**src/rtl/rsb_pkg.sv**
```systemverilog
package rsb_pkg;
  localparam logic [7:0] OPC_AND = 8'h54;
  localparam logic [7:0] OPC_OR  = 8'h56;
  localparam logic [7:0] OPC_XOR = 8'h57;
  localparam int unsigned TEST_FLAG_BIT = 7;

  typedef enum logic [1:0] {
    LOP_AND  = 2'd0,
    LOP_OR   = 2'd1,
    LOP_XOR  = 2'd2,
    LOP_NONE = 2'd3
  } lop_e;

  function automatic lop_e decode_op(input logic [7:0] op);
    case (op)
      OPC_AND: decode_op = LOP_AND;
      OPC_OR:  decode_op = LOP_OR;
      OPC_XOR: decode_op = LOP_XOR;
      default: decode_op = LOP_NONE;
    endcase
  endfunction
endpackage

```
**src/rtl/rsb_mask_gen.sv**
```systemverilog
module rsb_mask_gen #(
  parameter int unsigned DATA_W = 64,
  localparam int unsigned POS_W = $clog2(DATA_W)
) (
  input  logic [POS_W-1:0]  pos_first,
  input  logic [POS_W-1:0]  pos_last,
  output logic [DATA_W-1:0] sel_mask
);
  logic no_wrap;
  assign no_wrap = (pos_first <= pos_last);

  // Position numbering runs from the MSB: position p is data bit DATA_W-1-p.
  for (genvar i = 0; i < DATA_W; i++) begin : g_bit
    localparam logic [POS_W-1:0] POS = POS_W'(DATA_W - 1 - i);
    logic at_or_after_first, at_or_before_last;
    assign at_or_after_first = (POS >= pos_first);
    assign at_or_before_last = (POS <= pos_last);
    assign sel_mask[i] = no_wrap ? (at_or_after_first && at_or_before_last)
                                 : (at_or_after_first || at_or_before_last);
  end

  // a range that starts and ends at the same position is a single bit
  always_comb begin
    if (pos_first == pos_last) begin
      a_r11_single_bit: assert ($countones(sel_mask) == 1)
        else $error("R11 mask is not one bit wide");
    end
  end
endmodule

```
**src/rtl/rsb_rotl.sv**
```systemverilog
module rsb_rotl #(
  parameter int unsigned DATA_W = 64,
  localparam int unsigned POS_W = $clog2(DATA_W)
) (
  input  logic [DATA_W-1:0] din,
  input  logic [POS_W-1:0]  amt,
  output logic [DATA_W-1:0] dout
);
  logic [DATA_W-1:0] stage [0:POS_W];
  assign stage[0] = din;

  for (genvar k = 0; k < POS_W; k++) begin : g_stage
    localparam int unsigned SH = 2 ** k;
    assign stage[k+1] = amt[k]
      ? {stage[k][DATA_W-1-SH:0], stage[k][DATA_W-1:DATA_W-SH]}
      : stage[k];
  end

  assign dout = stage[POS_W];

  // a zero amount passes the operand through
  always_comb begin
    if (amt == '0) begin
      a_r6_zero_rotate: assert (dout == din)
        else $error("R6 zero rotate changed data");
    end
  end
endmodule

```
**src/rtl/rsb_combine.sv**
```systemverilog
module rsb_combine
  import rsb_pkg::*;
#(
  parameter int unsigned DATA_W = 64
) (
  input  lop_e              op,
  input  logic [DATA_W-1:0] dst_in,
  input  logic [DATA_W-1:0] rot_in,
  input  logic [DATA_W-1:0] sel_mask,
  output logic [DATA_W-1:0] res
);
  logic [DATA_W-1:0] and_src, merge_src;
  assign and_src   = rot_in | ~sel_mask;
  assign merge_src = rot_in & sel_mask;

  always_comb begin
    case (op)
      LOP_AND: res = dst_in & and_src;
      LOP_OR:  res = dst_in | merge_src;
      LOP_XOR: res = dst_in ^ merge_src;
      default: res = dst_in;
    endcase
  end

  // bits outside the mask are always the first operand's bits
  always_comb begin
    if (op != LOP_NONE) begin
      a_r8_outside_unchanged: assert (((res ^ dst_in) & ~sel_mask) == '0)
        else $error("R8 unselected bits altered");
    end
  end
endmodule

```
**src/rtl/rsb_unit.sv**
```systemverilog
module rsb_unit
  import rsb_pkg::*;
#(
  parameter int unsigned DATA_W = 64,
  localparam int unsigned POS_W = $clog2(DATA_W)
) (
  input  logic              clk,
  input  logic              rst,
  input  logic              in_valid,
  input  logic [7:0]        sub_op,
  input  logic [7:0]        imm_start,
  input  logic [7:0]        imm_end,
  input  logic [7:0]        imm_rot,
  input  logic [DATA_W-1:0] opnd_a,
  input  logic [DATA_W-1:0] opnd_b,
  output logic              out_valid,
  output logic              out_we,
  output logic              out_err,
  output logic [1:0]        out_cc,
  output logic [DATA_W-1:0] out_data
);
  lop_e              op;
  logic              legal, test_only;
  logic [DATA_W-1:0] mask, rotated, comb_res;
  logic              sel_nonzero;
  logic              unused_imm_bits;

  assign op        = decode_op(sub_op);
  assign legal     = (op != LOP_NONE);
  assign test_only = imm_start[TEST_FLAG_BIT];
  assign unused_imm_bits = ^{imm_start[6:POS_W], imm_end[7:POS_W], imm_rot[7:POS_W]};

  rsb_mask_gen #(.DATA_W(DATA_W)) u_mask (
    .pos_first (imm_start[POS_W-1:0]),
    .pos_last  (imm_end[POS_W-1:0]),
    .sel_mask  (mask)
  );

  rsb_rotl #(.DATA_W(DATA_W)) u_rot (
    .din  (opnd_b),
    .amt  (imm_rot[POS_W-1:0]),
    .dout (rotated)
  );

  rsb_combine #(.DATA_W(DATA_W)) u_comb (
    .op       (op),
    .dst_in   (opnd_a),
    .rot_in   (rotated),
    .sel_mask (mask),
    .res      (comb_res)
  );

  assign sel_nonzero = |(comb_res & mask);

  always_ff @(posedge clk) begin
    if (rst) begin
      out_valid <= 1'b0;
      out_we    <= 1'b0;
      out_err   <= 1'b0;
      out_cc    <= 2'd0;
      out_data  <= '0;
    end else begin
      out_valid <= in_valid;
      out_we    <= in_valid && legal && !test_only;
      out_err   <= in_valid && !legal;
      if (in_valid) begin
        out_data <= (legal && !test_only) ? comb_res : opnd_a;
        out_cc   <= legal ? {1'b0, sel_nonzero} : 2'd0;
      end
    end
  end

  // one-cycle latency for the valid strobe
  a_r10_valid_latency: assert property (@(posedge clk) disable iff (rst)
    in_valid |=> out_valid);
  a_r10_idle_quiet: assert property (@(posedge clk) disable iff (rst)
    !in_valid |=> (!out_valid && !out_we && !out_err));
  // an unknown opcode flags an error and never writes
  a_r1_illegal_op: assert property (@(posedge clk) disable iff (rst)
    (in_valid && sub_op != OPC_AND && sub_op != OPC_OR && sub_op != OPC_XOR)
    |=> (out_err && !out_we && out_cc == 2'd0));
  // the test-only form returns the old destination and suppresses writeback
  a_r3_test_only: assert property (@(posedge clk) disable iff (rst)
    (in_valid && imm_start[7]) |=> (!out_we && out_data == $past(opnd_a)));
  // the condition code only takes the values 0 and 1
  a_r9_cc_range: assert property (@(posedge clk) disable iff (rst)
    out_valid |-> !out_cc[1]);
  // a write never comes with an error
  a_r12_we_excl_err: assert property (@(posedge clk) disable iff (rst)
    out_we |-> (out_valid && !out_err));
endmodule

```
**config.mk**
```make
export PLATFORM = sky130hd
export DESIGN_NAME = rsb_unit
export DESIGN_NICKNAME = d
export VERILOG_FILES = /design/src/rtl/rsb_pkg.sv /design/src/rtl/rsb_mask_gen.sv /design/src/rtl/rsb_rotl.sv /design/src/rtl/rsb_combine.sv /design/src/rtl/rsb_unit.sv
export SDC_FILE = /design/constraint.sdc
export NUM_CORES = 1
export LEC_CHECK = 0
export BUFFER_PORTS_ARGS = -buffer_cell sky130_fd_sc_hd__buf_4
export CAP_MARGIN = 20
export CELL_PAD_IN_SITES_DETAIL_PLACEMENT = 0
export CELL_PAD_IN_SITES_GLOBAL_PLACEMENT = 2
export CORE_ASPECT_RATIO = 1.1
export CORE_UTILIZATION = 23
export DETAILED_ROUTE_END_ITERATION = 16
export PLACE_DENSITY_LB_ADDON = 0.05
export SLEW_MARGIN = 10
export SYNTH_ARGS = -nofsm -noshare
export SYNTH_HDL_FRONTEND = slang
export SYNTH_HIERARCHICAL = 1
export SYNTH_SLANG_ARGS = --single-unit
```
**constraint.sdc**
```tcl
create_clock -name clk -period 5.4 [get_ports clk]
set_input_delay 0.54 -clock clk [delete_from_list [all_inputs] [get_ports clk]]
set_output_delay 0.54 -clock clk [all_outputs]
set_load 0.03 [all_outputs]
```
Word level (Yosys, flattened, before mapping)
Index checks and enable logic that the tools add are counted.

Order comparisons: 129. Equal/unequal tests: 6. Multiplexer cells: 74. Bitwise gates (word level): 7. Reductions and logical operators: 136.

Operators by type and width (count): $mux 64 (7); $and 64x64->64 (3); $ge 6x6->1 const A (32); $le 6x6->1 const A (32); $pmux 64 s3 (1); $or 64x64->64 (2); $ge 5x6->1 const A (16); $le 5x6->1 const A (16); $logic_and 1x1->1 (68); $mux 1 (65); $logic_or 1x1->1 (64); $not 64->64 (1); $reduce_or 64->1 (1); $xor 64x64->64 (1); $ge 4x6->1 const A (8); $le 4x6->1 const A (8); $eq 8x7->1 const B (3); $ge 3x6->1 const A (4); $le 3x6->1 const A (4); $ge 1x6->1 const A (2); $ge 2x6->1 const A (2); $le 1x6->1 const A (2); $le 2x6->1 const A (2); $le 6x6->1 (1); 6 further kinds (7).

Bits in registers: 69. Bits of input ports: 163. Output and inout bits: 69. Word-level logic and storage cells: 357.

Depth between registers and ports, before layout
Gate-level depths: netlist of run 1.

Word-level depth: 12. Depth in mapped cells: 20. Depth with buffers taken out: 17.

Cells and area by module
Netlist of run 1, hierarchy kept.

By module, submodules not included: rsb_rotl (instances 1, cells each 234, area each 4609.4 um^2, sequential area each 0.0 um^2); rsb_combine (instances 1, cells each 519, area each 3548.4 um^2, sequential area each 0.0 um^2); rsb_unit (instances 1, cells each 342, area each 3359.5 um^2, sequential area each 1361.3 um^2); rsb_mask_gen (instances 1, cells each 303, area each 1811.7 um^2, sequential area each 0.0 um^2).

Worst setup path after synthesis of run 1
No wires, ideal clock.

Kind: input to register. Start point: input port imm_rot[3]. End point: register out_cc[0]. Library setup time: 132 ps. Data arrival time: 4045 ps. Required time: 5268 ps. Slack: 1222 ps. Stages: 13. Path buffers: 2. Cells stage by stage: buf_4 > clkbuf_1 > mux4_2 > mux4_2 > mux4_2 > nand2_1 > ha_1 > mux4_2 > a22o_1 > a221oi_1 > nand4_1 > nor4_1 > o32ai_1.

Cells in the longest elaborated chain, start to end: 9. Elaborated cells on any way between the ends: 12. Those cells by class: mux (5); bitwise (6); reduce/logical (1).

RTL lines: start: declaration (line rsb_unit.sv:13) `input logic [7:0] imm_rot,`; $mux 64 (*) (3 in a row) (line rsb_rotl.sv:15) `? {stage[k][DATA_W-1-SH:0], stage[k][DATA_W-1:DATA_W-SH]}`; net rotated[23] (line rsb_unit.sv:24) `logic [DATA_W-1:0] mask, rotated, comb_res;`; $and 64x64->64 or $or 64x64->64 (tied branches) (line rsb_combine.sv:14, rsb_combine.sv:13); $xor 64x64->64 (tied with other cells) (line rsb_combine.sv:20) `LOP_XOR: res = dst_in ^ merge_src;`; $pmux 64 s3 (*) (line rsb_combine.sv:17) `case (op)`; net comb_res[23] (line rsb_unit.sv:24); $and 64x64->64 (*) (line rsb_unit.sv:53) `assign sel_nonzero = |(comb_res & mask);`; $reduce_or 64->1 (*) (line rsb_unit.sv:53); $mux 1 (*) (line rsb_unit.sv:68) `out_cc <= legal ? {1'b0, sel_nonzero} : 2'd0;`; end signal: assignment (line rsb_unit.sv:68); end: declaration (line rsb_unit.sv:19) `output logic [1:0] out_cc,`.

The timed path passes the listed nets; every way through them passes the cells marked *. A chain may end at the register's enable or synchronous reset.

Worst setup path in the final report of run 1
Start point: input port imm_rot[1]. End point: register out_cc[0].

Cells in the longest elaborated chain, start to end: 11. Elaborated cells on any way between the ends: 14. Those cells by class: mux (7); bitwise (6); reduce/logical (1).

RTL lines (line): $mux 64 (*) (5 in a row) (rsb_rotl.sv:15); net rotated[23] (rsb_unit.sv:24); $and 64x64->64 or $or 64x64->64 (tied branches) (rsb_combine.sv:14, rsb_combine.sv:13); $xor 64x64->64 (tied with other cells) (rsb_combine.sv:20); $pmux 64 s3 (*) (rsb_combine.sv:17); net comb_res[23] (rsb_unit.sv:24); $and 64x64->64 (*) (rsb_unit.sv:53); $reduce_or 64->1 (*) (rsb_unit.sv:53); $mux 1 (*) (rsb_unit.sv:68).

Marks and branches as above.

==> flow_summary.yaml, run 1 <==
setup_path:
  critical_path_class: "in2reg"
  start_kind: "primary input"
  end_kind: "flip-flop"
  required_ns: 5.59
  arrival_ns: 5.27
  path_max_fanout: 13
sta:
  tightest_slew_ns: 0.9108
  max_slew_margin_pct: 39.01
  hold_violations: 0
  worst_slack_ns: 0.3192
  finalSetupTns_ns: 0
  skew_ns: 0
  rsz0062_at_grt: "no"
  period_share_pct: 94.09
  finalSetupViolCount: 0
  post-route-min-period_ns: 5.081
  fmax_ghz: 0.1968
  drv_slew: 0
synthesis:
  yosysWarnings: 6
  ys_seq_area_share_pct: 10.21
  synth_edf_count: 0
  synth_area_leaders: "mux4_2, dfxtp_1, ha_1"
  syn-cell-area_sq_um: 13330
  yosysTopAreaCell: "mux4_2"
  synthDistinctLibCells: 52
  avgSynthCellArea_sq_um: 9.534
  syn-instance-count: 1398
  async_flop_share_pct: 0
  synth_seq_cells: 68
  synth.top_cell.area_share_pct: 36.50
  synth_ff_type: "dfxtp_1"
  syn_nets: 1631
floorplanning:
  die_w_microns: 231.5
  die_y_microns: 254.5
  num_io_pins: 232
  die_area_sq_um: 58920
  rows: 92
  start_util_pct: 23.25
  core_sq_um: 57330
global_routing:
  grt_pass1_wl_microns: 91490
  grt_pass1_vias: 12090
  antenna_found_initial: 1
  grt_max_degree: 103
  grtUsageTotal_pct: 21.68
  grt-ovfl-total: 0
cells_and_area:
  mostFrequentLayoutCells: "buf_4, mux4_2, nor2_1"
  instances_no_fill: 2309
  area_growth_pct: 19.27
  regArea_sq_um: 1361
  nets: 1785
  multi_input_area_sq_um: 10650
  final_common_cell: "buf_4"
  fill_cells: 6120
  drive_above_1_share_pct: 33.35
routing:
  detail-route-antenna-nets: 0
  via_per_inst: 5.415
  vias: 12500
  drt-initial-drc-count: 923
  drt-total-wl_microns: 64600
  routedWlPerCell_microns: 27.98
  drtPass1Iterations: 5
  drcViolationCount: 0
flow_run:
  cap_violations: 0
clocking:
  hold_buffers: 0
  path_clk_slew_ns: 0.05
  cts_setup_buffers: 0
  insertion_delay_ns: 0.34
  post_cts_resized: 0
  cts_tree: "yes"
  cts_htree_levels: 3
  cts_root_buffer: "clkbuf_16"
  numCtsBuffers: 9
  clockBufferDepth: 2
  clkSinkCount: 68
pwr:
  ir_drop_v: 0.0001419
  p_leak_nw: 6.675
  powerDensity_nw_per_um2: 186.9
  finalPower_mw: 2.971
placed_design:
  pre_cts_ws_ns: -0.05932
  dpl.hpwl_microns: 53880
  gp_congestion: 0.8931
  port_buffers: 225
  dp.cells: 2293
outcome:
  run_status: "complete, no violations"
worst_hold_path:
  worstHoldPathType: "reg2reg"
[cell usage after synthesis (4+ instances only)]
cell type	instances
nor3_1	5
nor2b_1	40
inv_1	128
a211oi_1	65
ha_1	70
nand3_1	6
and2_1	4
mux2i_1	64
buf_2	33
o21ai_0	37
clkbuf_1	54
dfxtp_1	68
nand2b_1	25
o21ai_1	11
mux4_2	216
nand2_1	100
buf_12	11
nand4_1	5
a221o_1	17
a21oi_1	108
a31oi_1	9
buf_6	10
a22o_1	16
nor2_1	145
buf_4	12
a221oi_1	36
maj3_1	51
or2_2	7
buf_1	12
and3_1	4
[worst max-delay path, stage by stage]
cell      delay [ns]
buf_4           0.24
buf_4           0.29
mux4_2          0.61
mux4_2          0.59
mux4_2          0.57
nand2_1         0.10
ha_1            0.22
mux4_2          0.47
a22o_1          0.24
a221oi_1        0.21
buf_4           0.17
nand4_1         0.17
nor4_1          0.55
buf_4           0.21
o32ai_1         0.07
[final timing paths]
check                                  start            to  slack (ns)  cells after the start
worst max-delay path              imm_rot[1]     out_cc[0]        0.32                     15
worst min-delay path               out_cc[0]     out_cc[0]        0.47                      2
worst max register to register  out_data[14]  out_data[14]        4.65                      2
worst min register to register     out_cc[0]     out_cc[0]        0.47                      2
[report_power, final]
| part | switching, mW | leakage [nW] | internal [mW] |
|---|---|---|---|
| registers | 0.0193 | 0.565 | 0.536 |
| clock network | 0.230 | 0.144 | 0.365 |
| logic | 1.05 | 5.97 | 0.774 |
[layout make-up]
cell class | count | share of cell area, %
timing repair buffer | 275 | 13.62
tap | 752 | 5.918
inverter | 129 | 3.046
multi-input combinational | 1069 | 67.01
antenna | 1 | 0.01574
sequential | 68 | 8.563
clock inverter | 5 | 0.3306
clock buffer | 10 | 1.503
[routing by layer]
| metal | vias to the layer above | global-route usage, % | routed length, microns |
|---|---|---|---|
| met5 | - | 0 | 18 |
| met4 | 2 | 6.711 | 1802 |
| met3 | 50 | 1.588 | 2264 |
| met2 | 391 | 36.79 | 31710 |
| met1 | 6379 | 29.27 | 28800 |
| li1 | 5682 | - | - |
[metrics by stage]
stage | hold WS [ns] | area (sq um) | utilization (%)
after floorplan | 0.5982 | 13330 | -
after global placement | 0.4708 | 15600 | 27.22
after detailed placement | 0.4714 | 15600 | 27.22
after CTS | 0.4799 | 15900 | 27.73
after global routing | 0.5016 | 15900 | 27.73
final | 0.4726 | 15900 | 27.73
[flip-flops by register name, indices dropped and copies added, names as in the netlist]
| signal | count |
|---|---|
| out_err | 1 |
| out_cc | 1 |
| out_valid | 1 |
| out_data | 64 |
| out_we | 1 |
[cells by family (layout without fill, tap and decap cells)]
kind of cell	Yosys count	after routing	share of synthesized area, %
AOI/OAI and AO/OA	311	311	15.46
adders and majority gates	121	121	10.40
buffers and inverters	261	419	9.903
DFF	68	68	10.21
muxes	283	283	41.89
other	1	2	0.02813
and+or+nand+nor	353	353	12.10
No activity file was read; power rests on OpenSTA's default activity.
==> inputs of run 2 (changes only) <==
--- a/config.mk
+++ b/config.mk
@@ -16,5 +16,4 @@
 export SLEW_MARGIN = 10
 export SYNTH_ARGS = -nofsm -noshare
 export SYNTH_HDL_FRONTEND = slang
-export SYNTH_HIERARCHICAL = 1
 export SYNTH_SLANG_ARGS = --single-unit
==> flow_summary.yaml, run 2 <==
outcome:
  run_status: "complete, no violations"
sta:
  max_slew_margin_pct: 31.83
  rsz0062_at_grt: "no"
  hold_violations: 0
  post-route-min-period_ns: 5.128
  fmax_ghz: 0.1950
  period_share_pct: 94.96
  skew_ns: 0
  drv_slew: 0
  tightest_slew_ns: 1.012
  finalSetupViolCount: 0
synthesis:
  yosysTopAreaCell: "mux4_2"
  synth_edf_count: 0
  synth.top_cell.area_share_pct: 14.54
  synth_seq_cells: 68
  syn_nets: 2190
  yosysWarnings: 0
  synth_most_common_cell: "o21ai_0"
  synth_top_cells_by_count: "o21ai_0, nor2_1, nand2_1"
  synthDistinctLibCells: 75
  syn-cell-area_sq_um: 14560
  ys_seq_area_share_pct: 9.350
  syn-instance-count: 1957
  synth_area_leaders: "mux4_2, dfxtp_1, mux2i_1"
  async_flop_share_pct: 0
  synth_ff_type: "dfxtp_1"
  avgSynthCellArea_sq_um: 7.439
pwr:
  p_leak_nw: 7.598
  p_clk_share_pct: 20.4
  p_seq_share_pct: 15.0
  p_int_mw: 1.950
  switching_power_mw: 1.730
  p_comb_share_pct: 64.7
  powerDensity_nw_per_um2: 194.7
  ir_drop_v: 0.0001212
  p_sw_share_pct: 47.02
  finalPower_mw: 3.680
floorplanning:
  die_y_microns: 265.9
  die_area_sq_um: 64310
  num_io_pins: 232
  rows: 96
  core_sq_um: 62460
  die_w_microns: 241.9
  start_util_pct: 23.31
setup_path:
  critical_path_class: "in2reg"
  path_max_fanout: 18
  start_kind: "primary input"
  end_kind: "flip-flop"
  required_ns: 5.62
  arrival_ns: 5.35
placed_design:
  dpl.hpwl_microns: 76910
  gp_congestion: 1.004
  dp.cells: 3077
  port_buffers: 225
clocking:
  cts_root_buffer: "clkbuf_16"
  cts_tree: "yes"
  path_clk_slew_ns: 0.07
  clkSinkCount: 68
  cts_htree_levels: 3
  insertion_delay_ns: 0.37
  clockBufferDepth: 2
  numCtsBuffers: 9
cells_and_area:
  diodes: 0
  final_core_util_pct: 30.26
  largest-register: "out_data"
  drive_above_1_share_pct: 30.18
  instances_no_fill: 3093
  nets: 2488
  largest_reg_flops: 64
  fill_cells: 6894
  final_common_cell: "buf_4"
  mostFrequentLayoutCells: "buf_4, o21ai_0, nor2_1"
  area_growth_pct: 29.83
global_routing:
  grt_pass1_wl_microns: 130500
  grt_max_degree: 70
  antenna_found_initial: 0
  grt_pass1_vias: 16630
  grtUsageTotal_pct: 28.26
  grt-ovfl-total: 0
routing:
  routedWlPerCell_microns: 30.37
  vias: 17610
  drt-initial-drc-count: 1769
  drcViolationCount: 0
  drt-total-wl_microns: 93940
  via_per_inst: 5.694
  detail-route-antenna-nets: 0
  drtPass1Iterations: 6
worst_hold_path:
  worstHoldPathType: "in2reg"
flow_run:
  cap_violations: 0
==> run 2: cell type report <==
class                   count  area, sq um  area share, %
repair buffers            459         3596          19.02
inverters                  98        367.9          1.946
well taps                 833         1042          5.514
clock buffers              11        252.7          1.337
multi-input cells        1619        12170          64.41
flip-flops and latches     68         1361          7.202
clock inverters             5        107.6         0.5693
==> run 2: path summary, 6_finish.rpt <==
| check | start | endpoint | slack, ns | depth (start not counted) |
|---|---|---|---|---|
| worst max register to register | out_cc[0] | out_cc[0] | 4.51 | 2 |
| worst min register to register | out_data[28] | out_data[28] | 0.47 | 2 |
| worst min-delay path | opnd_a[43] | out_data[43] | 0.47 | 3 |
| worst max-delay path | imm_rot[1] | out_cc[0] | 0.27 | 23 |
==> run 2: cell families (layout without fill, tap and decap cells) <==
family,count (synthesis),after routing,share of synthesized area [%]
AOI/OAI and AO/OA,657,657,29.07
adders and majority gates,117,117,9.247
buffers and inverters,270,573,7.374
muxes,249,249,25.68
DFF,68,68,9.350
other,1,1,0.02576
and+or+nand+nor,595,595,19.26
==> run 2: critical path: stages <==
cell       delay [ns]
buf_4            0.13
buf_12           0.18
buf_4            0.23
mux4_2           0.53
buf_4            0.17
mux2_2           0.30
o22ai_1          0.15
nor2_1           0.11
mux2i_1          0.34
buf_4            0.21
or2_2            0.13
ha_1             0.24
nand2_1          0.07
o22ai_1          0.07
a221oi_1         0.30
buf_4            0.20
o2bb2ai_1        0.07
a211oi_1         0.35
buf_4            0.18
and4b_1          0.24
nand4_1          0.14
nor4b_2          0.31
a311oi_1         0.12
==> run 2: layer usage <==
layer / vias to the layer above / routed length (microns) / GRT usage [%]
met5: - / 0 / 0
met4: 0 / 3326 / 9.750
met1: 8793 / 43340 / 39.57
met2: 697 / 42930 / 45.65
li1: 8039 / - / -
met3: 83 / 4348 / 1.964
==> run 2: timing repair <==
| action | 4_1_cts | 5_1_grt |
|---|---|---|
| buffers inserted | 0 | 0 |
| hold endpoints to repair | 0 | 0 |
| endpoints found under the setup margin | 0 | 1 |
| resized for setup | 0 | 3 |
| hold buffers | 0 | 0 |
==> run 2: stage by stage <==
stage          TNS [ns]  setup slack (ns)  hold slack [ns]  cell area (sq um)
2_1_floorplan         0            0.3762           0.5933              14560
3_3_place_gp    -0.1308           -0.1308           0.4595              18520
3_5_place_dp    -0.1358           -0.1358           0.4607              18530
4_1_cts               0            0.2374           0.4482              18890
5_1_grt               0           0.01977           0.4811              18900
6_report              0            0.2723           0.4692              18900
==> run 2: power groups by stage <==
stage	sequential, mW	clock, mW	combinational [mW]
after floorplan	0.620	0	1.13
after global placement	0.562	0	2.33
after detailed placement	0.563	0	2.33
after CTS	0.551	0.781	2.34
after global routing	0.555	0.785	2.49
final	0.551	0.750	2.38
